===== src/rtl/fma_sc_pkg.sv =====
// Package: shared widths, operand class encoding and constant words for the
// fused multiply-add special-case resolver. Assumes binary32 layout.
package fma_sc_pkg;

    localparam int EXP_W  = 8;
    localparam int FRAC_W = 23;
    localparam int WORD_W = 1 + EXP_W + FRAC_W;
    localparam int N_OPS  = 3;

    // Operand classes as seen by the resolver.
    typedef enum logic [2:0] {
        CL_ZERO   = 3'd0,
        CL_DENORM = 3'd1,
        CL_NORM   = 3'd2,
        CL_INF    = 3'd3,
        CL_QNAN   = 3'd4,
        CL_SNAN   = 3'd5
    } op_class_e;

    // Rounding mode value that selects a negative exact zero.
    localparam logic [1:0] RM_TO_NEG_INF = 2'b11;

    // Canonical quiet NaN returned by invalid operations.
    localparam logic [WORD_W-1:0] CANON_NAN =
        {1'b0, {EXP_W{1'b1}}, 1'b1, {(FRAC_W-1){1'b0}}};

    // Build an infinity of the given sign.
    function automatic logic [WORD_W-1:0] make_inf(input logic s);
        return {s, {EXP_W{1'b1}}, {FRAC_W{1'b0}}};
    endfunction

    // Build a zero of the given sign.
    function automatic logic [WORD_W-1:0] make_zero(input logic s);
        return {s, {(WORD_W-1){1'b0}}};
    endfunction

endpackage


===== src/rtl/fma_sc_classify.sv =====
// Module: fma_sc_classify
// Sorts one floating-point word into zero, denormal, normal, infinity,
// quiet NaN or signalling NaN. The quiet bit is the top fraction bit.
// Purely combinational; assumes the sign is the MSB and the exponent is next.
module fma_sc_classify
    import fma_sc_pkg::*;
#(
    parameter int EW = EXP_W,
    parameter int FW = FRAC_W
) (
    input  logic [EW+FW:0] word,
    output op_class_e      cls
);
    localparam int QBIT = FW - 1;

    logic [EW-1:0] expo;
    logic [FW-1:0] frac;
    logic          exp_ones;
    logic          exp_zeros;
    logic          frac_nz;

    // Split the word into its fields and summarise them.
    always_comb begin
        expo      = word[EW+FW-1:FW];
        frac      = word[FW-1:0];
        exp_ones  = &expo;
        exp_zeros = ~|expo;
        frac_nz   = |frac;
    end

    // Pick the class from the exponent and fraction summaries.
    always_comb begin
        if (exp_ones) begin
            if (!frac_nz)         cls = CL_INF;
            else if (frac[QBIT])  cls = CL_QNAN;
            else                  cls = CL_SNAN;
        end else if (exp_zeros) begin
            cls = frac_nz ? CL_DENORM : CL_ZERO;
        end else begin
            cls = CL_NORM;
        end
    end

endmodule


===== src/rtl/fma_sc_nan_select.sv =====
// Module: fma_sc_nan_select
// Chooses which NaN operand, if any, sets the result. Every signalling NaN
// beats every quiet NaN; within a kind, lower index wins (index 0 = z,
// 1 = x, 2 = y). A signalling NaN is quieted and raises invalid.
module fma_sc_nan_select
    import fma_sc_pkg::*;
#(
    parameter int NOPS = N_OPS,
    parameter int WW   = WORD_W,
    parameter int FW   = FRAC_W
) (
    input  logic [NOPS-1:0][WW-1:0] words,
    input  op_class_e               cls [NOPS],
    output logic                    hit,
    output logic                    raise_inv,
    output logic [WW-1:0]           result
);
    localparam int QBIT = FW - 1;

    logic [NOPS-1:0] is_snan;
    logic [NOPS-1:0] is_qnan;

    // One detector pair per operand position.
    for (genvar g = 0; g < NOPS; g++) begin : g_det
        assign is_snan[g] = (cls[g] == CL_SNAN);
        assign is_qnan[g] = (cls[g] == CL_QNAN);
    end

    // Priority pick: scan from last to first so the lowest index wins.
    always_comb begin
        hit       = 1'b0;
        raise_inv = 1'b0;
        result    = '0;
        if (|is_snan) begin
            hit       = 1'b1;
            raise_inv = 1'b1;
            for (int i = NOPS - 1; i >= 0; i--) begin
                if (is_snan[i]) begin
                    result       = words[i];
                    result[QBIT] = 1'b1;
                end
            end
        end else if (|is_qnan) begin
            hit = 1'b1;
            for (int i = NOPS - 1; i >= 0; i--) begin
                if (is_qnan[i]) result = words[i];
            end
        end
    end

endmodule


===== src/rtl/fma_sc_inf_zero.sv =====
// Module: fma_sc_inf_zero
// Resolves the non-NaN special cases: infinity times zero, an infinite
// product, a zero product, and a finite product against an infinite addend.
// Assumes the caller gives NaN selection higher priority.
module fma_sc_inf_zero
    import fma_sc_pkg::*;
#(
    parameter int WW = WORD_W
) (
    input  op_class_e       cls_z,
    input  op_class_e       cls_x,
    input  op_class_e       cls_y,
    input  logic [WW-1:0]   z_word,
    input  logic            p_sign,
    input  logic            a_sign,
    input  logic [1:0]      rnd_mode,
    output logic            hit,
    output logic            raise_inv,
    output logic [WW-1:0]   result
);
    logic x_inf, y_inf, x_zero, y_zero, z_inf, z_zero;
    logic prod_inf, prod_zero, inf_times_zero;

    // Decode the class facts used by the rules.
    always_comb begin
        x_inf          = (cls_x == CL_INF);
        y_inf          = (cls_y == CL_INF);
        x_zero         = (cls_x == CL_ZERO);
        y_zero         = (cls_y == CL_ZERO);
        z_inf          = (cls_z == CL_INF);
        z_zero         = (cls_z == CL_ZERO);
        inf_times_zero = (x_inf && y_zero) || (x_zero && y_inf);
        prod_inf       = x_inf || y_inf;
        prod_zero      = x_zero || y_zero;
    end

    // Apply the rules in priority order.
    always_comb begin
        hit       = 1'b1;
        raise_inv = 1'b0;
        result    = '0;
        if (inf_times_zero) begin
            raise_inv = 1'b1;
            result    = CANON_NAN;
        end else if (prod_inf) begin
            if (z_inf && (a_sign != p_sign)) begin
                raise_inv = 1'b1;
                result    = CANON_NAN;
            end else begin
                result = make_inf(p_sign);
            end
        end else if (prod_zero) begin
            if (z_zero) begin
                if (a_sign == p_sign) result = make_zero(a_sign);
                else                  result = make_zero(rnd_mode == RM_TO_NEG_INF);
            end else begin
                result = {a_sign, z_word[WW-2:0]};
            end
        end else if (z_inf) begin
            result = make_inf(a_sign);
        end else begin
            hit = 1'b0;
        end
    end

endmodule


===== src/rtl/fma_special_resolve.sv =====
// Module: fma_special_resolve (top)
// Decides whether z + x*y can be settled from the operand classes alone.
// It classifies the three operands, applies the negate controls, and merges
// the NaN selector (highest priority) with the infinity/zero resolver.
// Purely combinational; no clock or reset.
module fma_special_resolve
    import fma_sc_pkg::*;
(
    input  logic [31:0] in_z,
    input  logic [31:0] in_x,
    input  logic [31:0] in_y,
    input  logic        neg_prod,
    input  logic        neg_add,
    input  logic [1:0]  rnd_mode,
    output logic        byp_valid,
    output logic [31:0] byp_result,
    output logic        invalid,
    output logic        prod_sign,
    output logic        add_sign
);
    localparam int IDX_Z = 0;
    localparam int IDX_X = 1;
    localparam int IDX_Y = 2;

    logic [N_OPS-1:0][WORD_W-1:0] ops;
    op_class_e                    cls [N_OPS];
    logic                         nan_hit, nan_inv;
    logic [WORD_W-1:0]            nan_word;
    logic                         iz_hit, iz_inv;
    logic [WORD_W-1:0]            iz_word;

    // Gather the operands in precedence order z, x, y.
    always_comb begin
        ops[IDX_Z] = in_z;
        ops[IDX_X] = in_x;
        ops[IDX_Y] = in_y;
    end

    // One classifier per operand.
    for (genvar g = 0; g < N_OPS; g++) begin : g_cls
        fma_sc_classify #(.EW(EXP_W), .FW(FRAC_W)) i_cls (
            .word (ops[g]),
            .cls  (cls[g])
        );
    end

    // Effective signs after the negate controls.
    always_comb begin
        prod_sign = in_x[WORD_W-1] ^ in_y[WORD_W-1] ^ neg_prod;
        add_sign  = in_z[WORD_W-1] ^ neg_add;
    end

    fma_sc_nan_select #(.NOPS(N_OPS), .WW(WORD_W), .FW(FRAC_W)) i_nan (
        .words     (ops),
        .cls       (cls),
        .hit       (nan_hit),
        .raise_inv (nan_inv),
        .result    (nan_word)
    );

    fma_sc_inf_zero #(.WW(WORD_W)) i_iz (
        .cls_z     (cls[IDX_Z]),
        .cls_x     (cls[IDX_X]),
        .cls_y     (cls[IDX_Y]),
        .z_word    (in_z),
        .p_sign    (prod_sign),
        .a_sign    (add_sign),
        .rnd_mode  (rnd_mode),
        .hit       (iz_hit),
        .raise_inv (iz_inv),
        .result    (iz_word)
    );

    // Merge: NaN outcome wins over the infinity/zero outcome.
    always_comb begin
        if (nan_hit) begin
            byp_valid  = 1'b1;
            byp_result = nan_word;
            invalid    = nan_inv;
        end else if (iz_hit) begin
            byp_valid  = 1'b1;
            byp_result = iz_word;
            invalid    = iz_inv;
        end else begin
            byp_valid  = 1'b0;
            byp_result = '0;
            invalid    = 1'b0;
        end
    end

endmodule


===== config.mk =====
export PLATFORM = sky130hd
export DESIGN_NAME = fma_special_resolve
export DESIGN_NICKNAME = d
export VERILOG_FILES = /design/src/rtl/fma_sc_pkg.sv /design/src/rtl/fma_sc_classify.sv /design/src/rtl/fma_sc_nan_select.sv /design/src/rtl/fma_sc_inf_zero.sv /design/src/rtl/fma_special_resolve.sv
export SDC_FILE = /design/constraint.sdc
export NUM_CORES = 1
export LEC_CHECK = 0
export ABC_AREA = 1
export ABC_CLOCK_PERIOD_IN_PS = 2200
export CAP_MARGIN = 10
export CELL_PAD_IN_SITES_DETAIL_PLACEMENT = 1
export CELL_PAD_IN_SITES_GLOBAL_PLACEMENT = 2
export CORE_MARGIN = 4
export CORE_UTILIZATION = 17
export DETAILED_ROUTE_END_ITERATION = 12
export PLACE_DENSITY_LB_ADDON = 0.1
export SYNTH_ARGS = -nofsm -noshare
export SYNTH_HDL_FRONTEND = slang
export SYNTH_SLANG_ARGS = --single-unit
export TNS_END_PERCENT = 10

===== constraint.sdc =====
create_clock -name vclk -period 2.2
set_clock_uncertainty 0.15 [all_clocks]
set_input_delay 0.44 -clock vclk [all_inputs]
set_output_delay 0.44 -clock vclk [all_outputs]
set_load 0.1 [all_outputs]

==> results.sh <==
export IMPL_worst_slew_pin_slew_ps=378
export IMPL_nNetsFinal=955
export IMPL_net_switching_power_mw=0.305
export IMPL_grt_setup_unrepaired="true"
export IMPL_n_fill_cell=1940
export IMPL_syn_mean_instance_area_um2=4.44
export IMPL_power_switching_fraction_pct=50.4
export IMPL_placement_io_buffers=136
export IMPL_powerDensity_nw_per_um2=91.5
export IMPL_final_layout_size_suffix_gt1_share_pct=55.3
export IMPL_critPathKind="in -> out"
export IMPL_worst_ep_arrival_time_ps=2200
export IMPL_routed_via_density=4.68
export IMPL_first_pass_iters=4
export IMPL_die_width_um=131
export IMPL_finalWirelength_mm=17.7
export IMPL_globalRouteOverflowTotal=0
export IMPL_run_status="finished with violations"
export IMPL_violations="negative setup slack"
export IMPL_placed_cells_incl_taps=997
export IMPL_seq_power_share_pct=0
export IMPL_timing_max_slew_rel_slack_pct=74.8
export IMPL_post_dp_hpwl_mm=13.8
export IMPL_comb_power_share_pct=100.0
export IMPL_wire_length_of_the_first_global_routing_pass_mm=28.1
export IMPL_hold_class="in -> out"
export IMPL_height_of_the_die_um=131
export IMPL_synth_sequential_area_ratio_pct=0
export IMPL_p_clk_share_pct=0
export IMPL_timing_final_max_slew_violations=0
export IMPL_critPathCaptureType="output pin"
export IMPL_grtUsageTotal_pct=19.7
export IMPL_design_portCount=136
export IMPL_netlist_area_um2=2590
export IMPL_post_route_period_util_pct=127
export IMPL_first_iter_violations=179
export IMPL_drv_max_cap_violation_count=0
export IMPL_critPathRequiredTime_ps=1610
export IMPL_placeableCoreArea_um2=14800
export IMPL_hold_slack_ps=1290
export IMPL_floorplan_die_area_um2=17300
export IMPL_area_growth_synth_to_final_pct=155
export IMPL_final_cell_count_no_fill=1037
export IMPL_postLayoutSetupSlackWorst_ps=-586
export IMPL_route_vias_total=4848
export IMPL_layout_sequential_cells=0
export IMPL_detail_route_drc_violations=0
export IMPL_antenna_violating_nets_post_route=0
export IMPL_final_period_minus_worst_setup_slack_ps=2790
export IMPL_ff_latch_area_um2=0
export IMPL_vdd_ir_drop_worst_uv=123
export IMPL_synthesis_yosys_warnings=0
export IMPL_first_global_vias=5469
export IMPL_num_clock_buffers=0
export IMPL_antennaDiodeCount=0
export IMPL_maximum_number_of_pins_on_one_net_before_global_route_repair=28
export IMPL_antenna_found_initial=0
export IMPL_totalPowerFinal_mw=0.605
export IMPL_timing_critical_path_fanout_max=6
export IMPL_post_place_ws_ps=-1110
export IMPL_setup_violations=34
export IMPL_initial_utilization_pct=17.6
export IMPL_multi_input_area_um2=3060
export IMPL_maxClockFrequency_mhz=359
export IMPL_static_power_due_to_leakage_nw=3.24
export IMPL_internal_power_mw=0.300
export IMPL_place_congestion=0.829
export IMPL_synth_nets=684
export IMPL_fp_row_count=44
export IMPL_critPathLaunchType="primary input"
export IMPL_synth_cells=584
export IMPL_netlist_cell_types=30
export IMPL_routed_wire_length_per_instance_um=17.0
export IMPL_hold_viol_final=0
==> logic make-up (layout without fill, tap and decap cells) <==
logic type / Yosys count / count (layout) / synth area share [%]
AND/OR/NAND/NOR: 416 / 416 / 68.0
XOR/XNOR: 1 / 1 / 0.338
buffers and inverters: 86 / 355 / 14.9
AO/OA/AOI/OAI: 81 / 81 / 16.8
==> power groups by stage <==
| stage | Clock [mW] | Sequential [mW] | Combinational (mW) |
|---|---|---|---|
| 6_report | 0 | 0 | 0.605 |
| 5_1_grt | 0 | 0 | 0.653 |
| 4_1_cts | 0 | 0 | 0.580 |
| 3_5_place_dp | 0 | 0 | 0.551 |
| 3_3_place_gp | 0 | 0 | 0.546 |
| 2_1_floorplan | 0 | 0 | 0.164 |
==> worst paths after layout <==
path,from,endpoint,slack [ps],cells after the start
setup / recovery,in_z[20],byp_result[11],-590,13
hold / removal,in_x[19],byp_result[19],1290,6
==> metal layers <==
| layer | wire length [µm] | up-vias | GRT usage, % |
|---|---|---|---|
| met5 | 0 | - | 0 |
| met4 | 446 | 0 | 4.03 |
| met3 | 607 | 22 | 1.38 |
| met2 | 9520 | 123 | 38.5 |
| met1 | 7090 | 2302 | 23.3 |
| li1 | - | 2401 | - |
==> cells in the mapped netlist <==
master | instances | area [µm²]
sky130_fd_sc_hd__o21ai_2 | 1 | 8.76
sky130_fd_sc_hd__clkbuf_1 | 5 | 18.8
sky130_fd_sc_hd__nor2_2 | 5 | 31.3
sky130_fd_sc_hd__xor2_1 | 1 | 8.76
sky130_fd_sc_hd__nor2_1 | 118 | 443
sky130_fd_sc_hd__inv_2 | 6 | 22.5
sky130_fd_sc_hd__nand3b_1 | 1 | 7.51
sky130_fd_sc_hd__or2_2 | 1 | 6.26
sky130_fd_sc_hd__nor3_2 | 1 | 10.0
sky130_fd_sc_hd__nand3_2 | 2 | 20.0
sky130_fd_sc_hd__nand2_1 | 203 | 762
sky130_fd_sc_hd__buf_4 | 4 | 30.0
sky130_fd_sc_hd__o21ai_1 | 13 | 65.1
sky130_fd_sc_hd__o211ai_1 | 1 | 7.51
sky130_fd_sc_hd__buf_6 | 4 | 45.0
sky130_fd_sc_hd__nand3_4 | 2 | 35.0
sky130_fd_sc_hd__nand3_1 | 53 | 265
sky130_fd_sc_hd__a21oi_2 | 1 | 8.76
sky130_fd_sc_hd__nor2_8 | 1 | 20.0
sky130_fd_sc_hd__nand4_1 | 8 | 50.1
sky130_fd_sc_hd__o211ai_2 | 2 | 25.0
sky130_fd_sc_hd__buf_2 | 15 | 75.1
sky130_fd_sc_hd__nor2_4 | 1 | 11.3
sky130_fd_sc_hd__inv_1 | 51 | 191
sky130_fd_sc_hd__a31oi_1 | 1 | 6.26
sky130_fd_sc_hd__a21oi_1 | 25 | 125
sky130_fd_sc_hd__clkinv_1 | 1 | 3.75
sky130_fd_sc_hd__o21ai_0 | 35 | 175
sky130_fd_sc_hd__nor3_1 | 20 | 100
sky130_fd_sc_hd__o22ai_1 | 2 | 12.5
==> critical path, cell delays in order <==
cell                              delay (ps)
sky130_fd_sc_hd__clkdlybuf4s15_1         200
sky130_fd_sc_hd__nor2_2                  140
sky130_fd_sc_hd__nand2_2                  80
sky130_fd_sc_hd__nor2_4                  140
sky130_fd_sc_hd__nand3_4                  90
sky130_fd_sc_hd__o211ai_4                110
sky130_fd_sc_hd__nand3_4                 160
sky130_fd_sc_hd__nor2_8                  140
sky130_fd_sc_hd__buf_12                  140
sky130_fd_sc_hd__buf_12                  110
sky130_fd_sc_hd__nand2_2                  40
sky130_fd_sc_hd__nand4_1                 190
sky130_fd_sc_hd__buf_12                  210
==> stage by stage <==
step                cell area [µm²]  TNS, ps  util [%]
detailed placement             5510   -36080      37.4
global route                   6610   -20520      44.8
floorplan                      2660   -19040         -
global placement               5510   -35110      37.4
finish                         6610   -17180      44.8
CTS                            6340   -16520      43.0
==> layout make-up <==
type / count / share of cell area [%]
Inverter: 58 / 3.67
Multi-Input combinational cell: 498 / 46.3
Tap cell: 184 / 3.48
Timing Repair Buffer: 297 / 46.6
==> placed cells by master, fill, tap and decap left out, types with 19 or more instances in the layout <==
cell,n
sky130_fd_sc_hd__buf_12,53
sky130_fd_sc_hd__buf_2,38
sky130_fd_sc_hd__buf_4,128
sky130_fd_sc_hd__buf_6,34
sky130_fd_sc_hd__inv_1,37
sky130_fd_sc_hd__nand2_1,162
sky130_fd_sc_hd__nand2_2,38
sky130_fd_sc_hd__nand3_1,26
sky130_fd_sc_hd__nand3_2,22
sky130_fd_sc_hd__nor2_1,65
sky130_fd_sc_hd__nor2_2,28
sky130_fd_sc_hd__nor2_4,31
sky130_fd_sc_hd__o21ai_0,19
==> what timing repair did <==
| action | 4_1_cts | 5_1_grt |
|---|---|---|
| hold buffers | 0 | 0 |
| pin swaps | 112 | 51 |
| resized for setup | 553 | 62 |
| setup buffers | 29 | 8 |
| cloned | 4 | 1 |
| setup endpoints to repair | 35 | 35 |
(Power assumes the default switching activity.)
